===== src/rtl/bres_pkg.sv =====
`timescale 1ns/1ps
package bres_pkg;

  typedef enum logic [1:0] {
    RK_IDLE  = 2'd0,
    RK_ONE   = 2'd1,
    RK_MULTI = 2'd2
  } res_kind_e;

  // Map an active-driver count onto its resolution class.
  function automatic res_kind_e classify(input int unsigned n);
    if (n == 0)      return RK_IDLE;
    else if (n == 1) return RK_ONE;
    else             return RK_MULTI;
  endfunction

endpackage


===== src/rtl/bres_tally.sv =====
`timescale 1ns/1ps
module bres_tally
  import bres_pkg::*;
#(
  parameter int N_DRV = 4,
  localparam int CW = $clog2(N_DRV + 1)
) (
  input  logic [N_DRV-1:0] en,
  output logic [CW-1:0]    active_cnt,
  output res_kind_e        kind
);

  // Population count: order independent by construction of a sum.
  function automatic logic [CW-1:0] popcnt(input logic [N_DRV-1:0] v);
    logic [CW-1:0] acc;
    acc = '0;
    for (int i = 0; i < N_DRV; i++) acc = acc + CW'(v[i]);
    return acc;
  endfunction

  assign active_cnt = popcnt(en);
  assign kind       = classify(int'(active_cnt));

  // class decision agrees with an independent bit count
  always_comb begin
    a_single_class_r2: assert ((kind == RK_ONE) == ($countones(en) == 1));
    a_multi_class_r5:  assert ((kind == RK_MULTI) == ($countones(en) > 1));
  end

endmodule


===== src/rtl/bres_merge.sv =====
`timescale 1ns/1ps
module bres_merge #(
  parameter int N_DRV = 4,
  parameter int W     = 32
) (
  input  logic [N_DRV-1:0]   en,
  input  logic [N_DRV*W-1:0] words,
  output logic [W-1:0]       merged
);

  logic [W-1:0] lane_masked [N_DRV];

  // A disabled lane contributes zero to the OR, the neutral element.
  for (genvar g = 0; g < N_DRV; g++) begin : g_lane
    assign lane_masked[g] = words[g*W +: W] & {W{en[g]}};
  end

  always_comb begin
    merged = '0;
    for (int i = 0; i < N_DRV; i++) merged = merged | lane_masked[i];
  end

  // with nothing enabled the merge is empty regardless of the words
  always_comb begin
    a_masked_empty_r6: assert ((en != '0) || (merged == '0));
  end

endmodule


===== src/rtl/bres_sat_cnt.sv =====
`timescale 1ns/1ps
module bres_sat_cnt #(
  parameter int W = 8
) (
  input  logic         clk,
  input  logic         rst,
  input  logic         inc,
  output logic [W-1:0] cnt
);

  localparam logic [W-1:0] CMAX = '1;

  wire at_max = (cnt == CMAX);

  always_ff @(posedge clk) begin
    if (rst)                 cnt <= '0;
    else if (inc && !at_max) cnt <= cnt + 1'b1;
  end

  p_step_r8: assert property (@(posedge clk) disable iff (rst)
    (inc && !at_max) |=> (cnt == $past(cnt) + 1'b1));

  p_no_overflow_r9: assert property (@(posedge clk) disable iff (rst)
    at_max |=> (cnt == CMAX));

  p_quiet_r8: assert property (@(posedge clk) disable iff (rst)
    !inc |=> $stable(cnt));

endmodule


===== src/rtl/bus_resolver.sv =====
`timescale 1ns/1ps
module bus_resolver
  import bres_pkg::*;
#(
  parameter int N_DRV  = 4,
  parameter int ADDR_W = 16,
  parameter int DATA_W = 16,
  parameter int CNT_W  = 8
) (
  input  logic                     clk,
  input  logic                     rst,
  input  logic                     hold_mode,
  input  logic [N_DRV-1:0]         drv_en,
  input  logic [N_DRV*ADDR_W-1:0]  drv_addr,
  input  logic [N_DRV*DATA_W-1:0]  drv_data,
  output logic [ADDR_W-1:0]        res_addr,
  output logic [DATA_W-1:0]        res_data,
  output logic                     idle,
  output logic                     conflict,
  output logic [CNT_W-1:0]         conflict_cnt
);

  localparam int WW = ADDR_W + DATA_W;
  localparam int CW = $clog2(N_DRV + 1);
  localparam logic [ADDR_W-1:0] UNDRV_A = '1;
  localparam logic [DATA_W-1:0] UNDRV_D = '1;
  localparam logic [ADDR_W-1:0] MULTI_A = {{(ADDR_W-1){1'b1}}, 1'b0};
  localparam logic [DATA_W-1:0] MULTI_D = {{(DATA_W-1){1'b1}}, 1'b0};

  // Per-lane packing of address over data.
  logic [N_DRV*WW-1:0] lane_words;
  for (genvar g = 0; g < N_DRV; g++) begin : g_pack
    assign lane_words[g*WW +: WW] = {drv_addr[g*ADDR_W +: ADDR_W],
                                     drv_data[g*DATA_W +: DATA_W]};
  end

  logic [CW-1:0] active_cnt;
  res_kind_e     kind;
  logic [WW-1:0] merged;

  bres_tally #(.N_DRV(N_DRV)) u_tally (
    .en         (drv_en),
    .active_cnt (active_cnt),
    .kind       (kind)
  );

  bres_merge #(.N_DRV(N_DRV), .W(WW)) u_merge (
    .en     (drv_en),
    .words  (lane_words),
    .merged (merged)
  );

  // Named events for the assertions.
  wire none_w   = (kind == RK_IDLE);
  wire single_w = (kind == RK_ONE);
  wire multi_w  = (kind == RK_MULTI);

  logic [ADDR_W-1:0] nxt_addr;
  logic [DATA_W-1:0] nxt_data;

  always_comb begin
    unique case (kind)
      RK_ONE:   {nxt_addr, nxt_data} = merged;
      RK_MULTI: {nxt_addr, nxt_data} = {MULTI_A, MULTI_D};
      default:  {nxt_addr, nxt_data} = hold_mode ? {res_addr, res_data}
                                                 : {UNDRV_A, UNDRV_D};
    endcase
  end

  always_ff @(posedge clk) begin
    if (rst) begin
      res_addr <= UNDRV_A;
      res_data <= UNDRV_D;
      idle     <= 1'b0;
      conflict <= 1'b0;
    end else begin
      res_addr <= nxt_addr;
      res_data <= nxt_data;
      idle     <= none_w;
      conflict <= multi_w;
    end
  end

  bres_sat_cnt #(.W(CNT_W)) u_cnt (
    .clk (clk),
    .rst (rst),
    .inc (multi_w),
    .cnt (conflict_cnt)
  );

  p_flags_excl_r7: assert property (@(posedge clk) disable iff (rst)
    !(idle && conflict));

  p_idle_flag_r7: assert property (@(posedge clk) disable iff (rst)
    none_w |=> idle);

  p_conflict_code_r5: assert property (@(posedge clk) disable iff (rst)
    multi_w |=> (conflict && res_addr == MULTI_A && res_data == MULTI_D));

  p_undriven_code_r3: assert property (@(posedge clk) disable iff (rst)
    (none_w && !hold_mode) |=> (res_addr == UNDRV_A && res_data == UNDRV_D));

  p_hold_value_r4: assert property (@(posedge clk) disable iff (rst)
    (none_w && hold_mode) |=> ($stable(res_addr) && $stable(res_data)));

  p_single_clear_r2: assert property (@(posedge clk) disable iff (rst)
    single_w |=> (!idle && !conflict));

endmodule


===== config.mk =====
export PLATFORM = sky130hd
export DESIGN_NAME = bus_resolver
export DESIGN_NICKNAME = d
export VERILOG_FILES = /design/src/rtl/bres_pkg.sv /design/src/rtl/bres_tally.sv /design/src/rtl/bres_merge.sv /design/src/rtl/bres_sat_cnt.sv /design/src/rtl/bus_resolver.sv
export SDC_FILE = /design/constraint.sdc
export NUM_CORES = 1
export LEC_CHECK = 0
export CAP_MARGIN = 10
export CORE_MARGIN = 10
export CORE_UTILIZATION = 35
export DETAILED_ROUTE_END_ITERATION = 6
export PLACE_DENSITY = 0.82
export SYNTH_ARGS = -nofsm -noshare
export SYNTH_HDL_FRONTEND = slang
export SYNTH_SLANG_ARGS = --single-unit

===== constraint.sdc =====
create_clock -name clk -period 3.29 [get_ports clk]
set_input_delay 0.329 -clock clk [delete_from_list [all_inputs] [get_ports clk]]
set_output_delay 0.329 -clock clk [all_outputs]
set_load 0.01 [all_outputs]

Word-level counts from Yosys, hierarchy flattened. Cells that the tools add are included. W data, S select, Z words.

Register bits after elaboration: 42. Input port bits: 135. Word-level logic and storage cells: 30.

Add/sub/neg operators: 4. Eq/ne operators: 5. Multiplexer cells: 5. Bitwise gates (word level): 7. Reduce and logical (&&, ||, !) cells: 4.

Operator list (count): $and A32 B32 Y32 (4); $or A32 B32 Y32 (3); $pmux W16 S2 (2); $mux W32 (1); $add A8 B1 Y8 const B (1); $eq A8 B8 Y1 const B (1); $add A3 B1 Y3 (2); $mux W2 (2); $eq A3 B1 Y1 const B (1); $logic_not A3 Y1 (1); $ne A3 B1 Y1 const B (1); $add A1 B1 Y2 (1); $eq A2 B1 Y1 const B (1); $eq A2 B2 Y1 const B (1); $logic_not A2 Y1 (1); $logic_and A1 B1 Y1 (1); $logic_not A1 Y1 (1).

Logic depth before layout (Yosys ltp). Gate-level depths: netlist (run 1).

Depth after elaboration: 8. Gate-level depth with buffers: 8. Gate-level depth less buffers: 6.

Modules after synthesis. A second synthesis (run 1) with hierarchy kept.

Cell total of the unflattened synthesis: 323. Area total of the unflattened synthesis: 2752.6 µm².

Modules (own cells, without submodules): bus_resolver (instances 1, cells each 159, area each 1506.4 µm², sequential area each 680.7 µm²); bres_merge (instances 1, cells each 108, area each 705.7 µm², sequential area each 0.0 µm²); bres_sat_cnt (instances 1, cells each 44, area each 446.7 µm², sequential area each 160.2 µm²); bres_tally (instances 1, cells each 12, area each 93.8 µm², sequential area each 0.0 µm²).

Least setup slack after synthesis (run 1). OpenSTA, ideal clock, no wires.

Path type: input to register. Start point: input port drv_en[0]. End point: register res_addr[10]. Library setup time: 0.129 ns. Data arrival time: 2.292 ns. Required time: 3.161 ns. Slack: 0.868 ns. Stages: 8. Path buffers: 2. Cells stage by stage: ha_1 fa_1 ha_1 or4b_1 buf_6 buf_12 o32ai_2 nand2_1.

Longest elaborated chain between the ends: 8. Elaborated cells on any way between the ends: 15. Those cells by class: add/sub (3); eq/ne (4); mux (3); bitwise (4); reduce/logical (1).

Ends and longest elaborated chain: start, declared (line bus_resolver.sv:13) `input logic [N_DRV-1:0] drv_en,`; $add A1 B1 Y2 (line bres_tally.sv:17) `for (int i = 0; i < N_DRV; i++) acc = acc + CW'(v[i]);`; $add A3 B1 Y3 (2 in series) (line bres_tally.sv:17); $eq A3 B1 Y1 (line bres_pkg.sv:13) `else if (n == 1) return RK_ONE;`; $mux W2 (line bres_pkg.sv:13); $mux W2 (line bres_pkg.sv:12) `if (n == 0) return RK_IDLE;`; $eq A2 B2 Y1 / $eq A2 B1 Y1 (equally long branches) (line bus_resolver.sv:62) `unique case (kind)`; $pmux W16 S2 / $ne A3 B1 Y1 (equally long branches); end signal, assigned (line bus_resolver.sv:77) `res_addr <= nxt_addr;`; end, declared (line bus_resolver.sv:16) `output logic [ADDR_W-1:0] res_addr,`.

Several ways; a longest one is shown, not always the timed one. A chain may end at the register's enable or synchronous reset.

Worst setup path in the final report (run 1).
Start point: input port drv_en[0]. End point: register res_addr[11].

The elaborated chain is that of the path after synthesis.

==> results of run 1 <==
registers in the layout, indices dropped and copies added, names as in the netlist:
name,count
res_addr,16
idle,1
u_cnt.cnt,8
conflict,1
res_data,16
cells in the final DEF, fill, tap and decap left out, drive strengths merged, types with 2 or more instances in the layout:
master and count:
a21oi 5, ha 3, and3 2, a22o 60, clkbuf 5, a22oi 2
nand2 33, o21ai 5, inv 3, mux2 3, clkdlybuf4s50 176, clkinv 3
o32ai 30, nor2 7, nor2b 2, buf 10, dfxtp 42, a222oi 2
Yosys cell counts:
master,count,area [um^2]
a211oi_1,1,7.51
a2111oi_0,1,8.76
nor3b_1,1,7.51
buf_6,1,11.3
a21oi_1,5,25.0
nand3_1,1,5.00
buf_12,2,40.0
ha_1,3,37.5
a222oi_1,2,20.0
clkinv_1,1,3.75
o311ai_0,1,8.76
o21a_1,1,7.51
o211ai_1,1,7.51
o41ai_1,1,8.76
fa_1,1,20.0
nand4_1,1,6.26
buf_2,4,20.0
clkbuf_1,15,56.3
dfxtp_1,42,841
nand2_1,33,124
mux2_2,3,33.8
o21ai_0,5,25.0
o2111ai_1,1,8.76
or3b_1,1,8.76
o32ai_2,21,342
and4_1,1,8.76
nor4_1,1,6.26
a22o_1,60,526
or4b_1,1,10.0
nor2_1,7,26.3
or4_1,1,7.51
inv_1,3,11.3
a22oi_1,2,15.0
o32ai_1,9,78.8
buf_8,1,15.0
nor2b_1,2,12.5
and3_1,2,12.5
nand2b_1,1,6.26
mux2i_1,1,10.0
cell families (layout without fill, tap and decap cells):
kind of cell | count (synthesis) | after routing
buffers and inverters | 27 | 198
adder cells (fa/ha/maj) | 4 | 4
AND/OR/NAND/NOR | 53 | 53
flip-flops | 42 | 42
AO/OA/AOI/OAI | 111 | 111
multiplexers | 4 | 4
per-stage QoR:
step                util (%)  hold slack (ps)  setup slack [ps]
floorplan                  -              507               868
global route            64.3              514               534
finish                  64.3              489               635
detailed placement      62.7              465               306
global placement        62.7              456               368
CTS                     64.3              489               633
how the worst max path moves through the flow:
stage,end,start,cells past startpoint,slack (ps)
finish,res_addr[11],drv_en[0],8,640
CTS,res_addr[11],drv_en[0],8,630
global route,res_addr[11],drv_en[1],8,530
global placement,res_addr[11],drv_en[0],8,370
detailed placement,res_addr[11],drv_en[0],8,310
floorplan,res_addr[10],drv_en[0],8,870
power groups by stage:
| stage | combinational [mW] | clock [mW] | sequential (mW) |
|---|---|---|---|
| detailed placement | 0.501 | 0 | 0.568 |
| global route | 0.537 | 0.430 | 0.560 |
| global placement | 0.495 | 0 | 0.566 |
| floorplan | 0.221 | 0 | 0.580 |
| finish | 0.498 | 0.401 | 0.556 |
| CTS | 0.504 | 0.412 | 0.556 |
routing by layer:
| layer | wire, um | share of wire [%] | track usage (%) |
|---|---|---|---|
| met5 | 0 | 0 | 0 |
| met4 | 189 | 1.9 | 4.92 |
| met3 | 1030 | 10 | 6.71 |
| met2 | 5140 | 51 | 34.0 |
| met1 | 3760 | 37 | 19.1 |
worst max-delay path: stages:
cell	delay, ps
clkdlybuf4s50_1	420
ha_1	330
fa_1	380
ha_1	310
or4b_1	590
buf_12	220
o32ai_1	160
nand2_1	80
final cells by class:
class	count	area [um^2]
Multi-Input combinational cell	172	1430
Clock buffer	5	68.8
Clock inverter	3	40.0
Inverter	4	15.0
Fill cell	575	2410
Tap cell	80	100
Timing Repair Buffer	186	1850
Sequential cell	42	841
==> impl_metrics.py, run 1 <==
metrics = {
    "critical_path": {
        "start_kind": "input pin",
        "rrSetupSlack_ps": 1730,
        "path_class": "in2reg",
        "r2r_start": "u_cnt.cnt[0]",
        "r2r_cells": 4,
        "cp_max_fo": 30,
        "worstPathRequired_ps": 3470,
        "cp.arrival_ps": 2840,
        "r2r-end": "u_cnt.cnt[6]",
        "endpoint_kind": "flop",
    },
    "global_routing": {
        "grt_max_degree": 33,
        "antenna_found_initial": 0,
        "track_usage_pct": 18.4,
        "grt-ovfl-total": 0,
        "first_global_vias": 2992,
        "grt_pass1_wl_um": 15400,
    },
    "sta": {
        "finalSetupViolations": 0,
        "rsz0062_at_grt": "false",
        "clock-skew-final_ps": 1.26,
        "finalCritPeriodShare_pct": 80.7,
        "slew-limit-headroom_pct": 72.0,
        "fmax_mhz": 377,
        "setup-tns-final_ps": 0,
        "fin_crit_ps": 2650,
        "hold_violations": 0,
        "tightest_slew_ps": 419,
        "final_max_slew_viol_count": 0,
    },
    "layout": {
        "drive_above_1_share_pct": 10.2,
        "layout.cells.non_filler": 492,
        "nNetsFinal": 550,
        "final_area_um2": 4350,
        "syn_to_final_growth_pct": 78.8,
        "diodes": 0,
    },
    "worst_hold_path": {
        "min_to": "res_addr[5]",
        "hp-class": "reg2reg",
        "hold_start": "res_addr[5]",
        "hold_path_depth": 2,
    },
    "yosys": {
        "yosysWarnings": 0,
        "synth_mux_area_share_pct": 1.80,
        "synthAdderAreaFrac_pct": 2.37,
        "synth_area_per_cell_um2": 10.1,
        "synth_seq_area_share_pct": 34.6,
        "synthXorXnorAreaFrac_pct": 0,
        "synth_compound_area_share_pct": 44.8,
        "syn_nets": 380,
        "ys_types": 39,
        "synth_top_family_by_area": "compound AO/OA/AOI/OAI gates",
        "synth_simple_gate_area_share_pct": 9.94,
        "syn_inst": 241,
        "ys_ff_latch": 42,
        "netlist_area_um2": 2430,
    },
    "routing": {
        "wl_um": 10100,
        "firstDrtPassIters": 4,
        "drc_errors": 0,
        "drt_iter0_markers": 102,
        "detail_route.vias_per_cell": 5.63,
        "vias": 2772,
        "post_drt_wl_per_cell_um": 20.6,
        "ant_nets": 0,
    },
    "power_and_ir_drop": {
        "clkPwrFrac_pct": 27.5,
        "vdd_ir_drop_max_mv": 0.169,
        "p_sw_mw": 0.391,
        "power_frac_comb_pct": 34.2,
        "p_per_area_nw_per_um2": 335,
        "p_leak_nw": 1.60,
        "p_total_mw": 1.46,
        "p_int_mw": 1.06,
        "swShare_pct": 26.9,
        "pwr-share-seq_pct": 38.2,
    },
    "placement": {
        "dp_hpwl_um": 7850,
        "gp_congestion": 0.757,
        "port_buffers": 176,
        "place_inst": 484,
        "dpl_cell_area_um2": 4240,
    },
    "clock_network": {
        "cts_buffers": 5,
        "hold_buffers": 0,
        "cts_buffer_depth": 2,
        "path_clk_slew_ps": 80,
        "htreeDepth": 2,
        "cts_resized": 0,
        "post_cts.repair.setup_buffers": 0,
        "clk_latency_ps": 290,
        "cts_tree": "built",
        "cts-root-buf": "clkbuf_8",
        "clock_sinks": 42,
    },
    "die": {
        "start_util_pct": 36.0,
        "die_y_um": 103,
        "fp.dieW_um": 103,
        "die-area_um2": 10700,
        "placementRows": 30,
        "core_area_um2": 6760,
        "io_pins": 177,
    },
    "run_status": {
        "status": "finished clean",
    },
    "job": {
        "max_cap_viol_count": 0,
    },
}
Note: power is estimated with default switching activity, not from simulation.
==> run 2, diff against run 1 <==
- clock period: 3.29 -> 2.6 ns (I/O delays scaled with it)
==> impl_metrics.py, run 2 (synthesis results as in run 1) <==
metrics = {
    "sta": {
        "final_max_slew_viol_count": 0,
        "rsz0062_at_grt": "true",
        "worst_slack_ps": 65.9,
        "fin_crit_ps": 2530,
        "fmax_mhz": 395,
        "finalSetupViolations": 0,
        "finalCritPeriodShare_pct": 97.5,
        "slew-limit-headroom_pct": 69.3,
        "hold_violations": 0,
        "clock-skew-final_ps": 0.537,
        "tightest_slew_ps": 459,
    },
    "layout": {
        "layout_common_cells": "clkdlybuf4s50_1 (176), a22o_1 (60), dfxtp_1 (42)",
        "diodes": 0,
        "drive_above_1_share_pct": 11.8,
        "nNetsFinal": 553,
        "layout.cells.non_filler": 494,
        "reg_top3": "res_addr: 16 flops, res_data: 16 flops, u_cnt.cnt: 8 flops",
        "final_area_um2": 4380,
        "syn_to_final_growth_pct": 80.3,
        "fillers": 572,
        "final_util_pct": 64.9,
        "final_common_cell": "clkdlybuf4s50_1",
    },
    "worst_hold_path": {
        "hp-class": "reg2reg",
    },
    "die": {
        "io_pins": 177,
        "fp.dieW_um": 103,
        "core_area_um2": 6760,
        "placementRows": 30,
        "die-area_um2": 10700,
        "start_util_pct": 36.0,
        "die_y_um": 103,
    },
    "routing": {
        "wl_um": 10400,
        "firstDrtPassIters": 4,
        "post_drt_wl_per_cell_um": 21.0,
        "ant_nets": 0,
        "drc_errors": 0,
        "detail_route.vias_per_cell": 5.56,
        "drt_iter0_markers": 92,
        "vias": 2749,
    },
    "power_and_ir_drop": {
        "vdd_ir_drop_max_mv": 0.235,
        "p_total_mw": 1.77,
        "p_per_area_nw_per_um2": 403,
        "p_leak_nw": 1.61,
    },
    "clock_network": {
        "cts_buffer_depth": 2,
        "hold_buffers": 0,
        "htreeDepth": 2,
        "clk_latency_ps": 290,
        "cts_tree": "built",
        "clock_sinks": 42,
        "cts_buffers": 5,
        "post_cts.repair.setup_buffers": 0,
        "cts-root-buf": "clkbuf_8",
        "path_clk_slew_ps": 80,
    },
    "global_routing": {
        "met2_usage_pct": 34.3,
        "antenna_found_initial": 1,
        "grt-ovfl-total": 0,
        "gr-usage-met1_pct": 18.4,
        "busiest_layer": "met2",
        "grtUsageMet3_pct": 7.38,
        "track_usage_pct": 18.3,
        "grt_pass1_wl_um": 15400,
        "first_global_vias": 2890,
        "grt_max_degree": 38,
    },
    "placement": {
        "gp_congestion": 0.766,
        "dpl_cell_area_um2": 4250,
        "port_buffers": 176,
        "dp_hpwl_um": 7970,
        "place_inst": 487,
        "place_ws_ps": -351,
    },
    "critical_path": {
        "endpoint_kind": "flop",
        "r2r-end": "u_cnt.cnt[6]",
        "crit_start": "drv_en[0]",
        "worstPathRequired_ps": 2770,
        "cp_max_fo": 14,
        "setup.worst_path.end": "res_addr[2]",
        "start_kind": "input pin",
        "r2r_start": "u_cnt.cnt[0]",
        "r2r_cells": 4,
        "path_class": "in2reg",
        "cp.arrival_ps": 2700,
        "rrSetupSlack_ps": 1000,
    },
    "job": {
        "max_cap_viol_count": 0,
    },
    "run_status": {
        "status": "finished clean",
    },
}
run 2: per-stage QoR:
step / hold WS (ps) / setup TNS [ps]
6_report: 488 / 0
5_1_grt: 520 / -51.8
4_1_cts: 488 / -73.3
3_5_place_dp: 467 / -10300
3_3_place_gp: 455 / -7970
2_1_floorplan: 462 / 0
run 2: critical path: stages:
cell and delay, ps:
clkdlybuf4s50_1 430, ha_1 330, fa_1 370, ha_1 310, or4b_4 570, buf_6 200
o32ai_2 130, nand2_1 90
run 2: worst min-delay path by stage:
stage / start / to / slack, ps / depth (start not counted)
floorplan: drv_addr[32] / res_addr[0] / 460 / 2
global placement: res_addr[13] / res_addr[13] / 460 / 2
detailed placement: res_addr[13] / res_addr[13] / 470 / 2
CTS: res_addr[1] / res_addr[1] / 490 / 2
global route: res_data[4] / res_data[4] / 520 / 2
finish: res_addr[3] / res_addr[3] / 490 / 2
run 2: timing repair:
item | in CTS | in global routing
pin swaps | 0 | 0
gates resized for setup | 0 | 11
setup endpoints to repair | 6 | 31
run 2: cell type report:
type                            count  area (um^2)  share of cell area, %
Timing Repair Buffer              189         1870                   42.7
Multi-Input combinational cell    172         1480                   33.8
Sequential cell                    42          841                   19.2
Tap cell                           80          100                   2.28
Clock buffer                        7         76.3                   1.74
Inverter                            4         15.0                  0.343
run 2: power breakdown:
group	internal (mW)	total, mW	switching (mW)
sequential	0.680	0.704	0.0249
clock	0.185	0.405	0.219
combinational	0.398	0.656	0.258
total	1.26	1.77	0.502
run 2: layer usage:
layer	vias up	part of all wire, %	wire length [um]
met1	1313	37	3810
met4	2	1.2	127
met5	-	0.19	20
met2	106	52	5390
li1	1316	-	-
met3	12	9.8	1010
==> run 3, diff against run 2 <==
- SLEW_MARGIN: unset -> 5
==> results of run 3 <==
The final DEF is identical to that of run 2; final timing and power are the same.
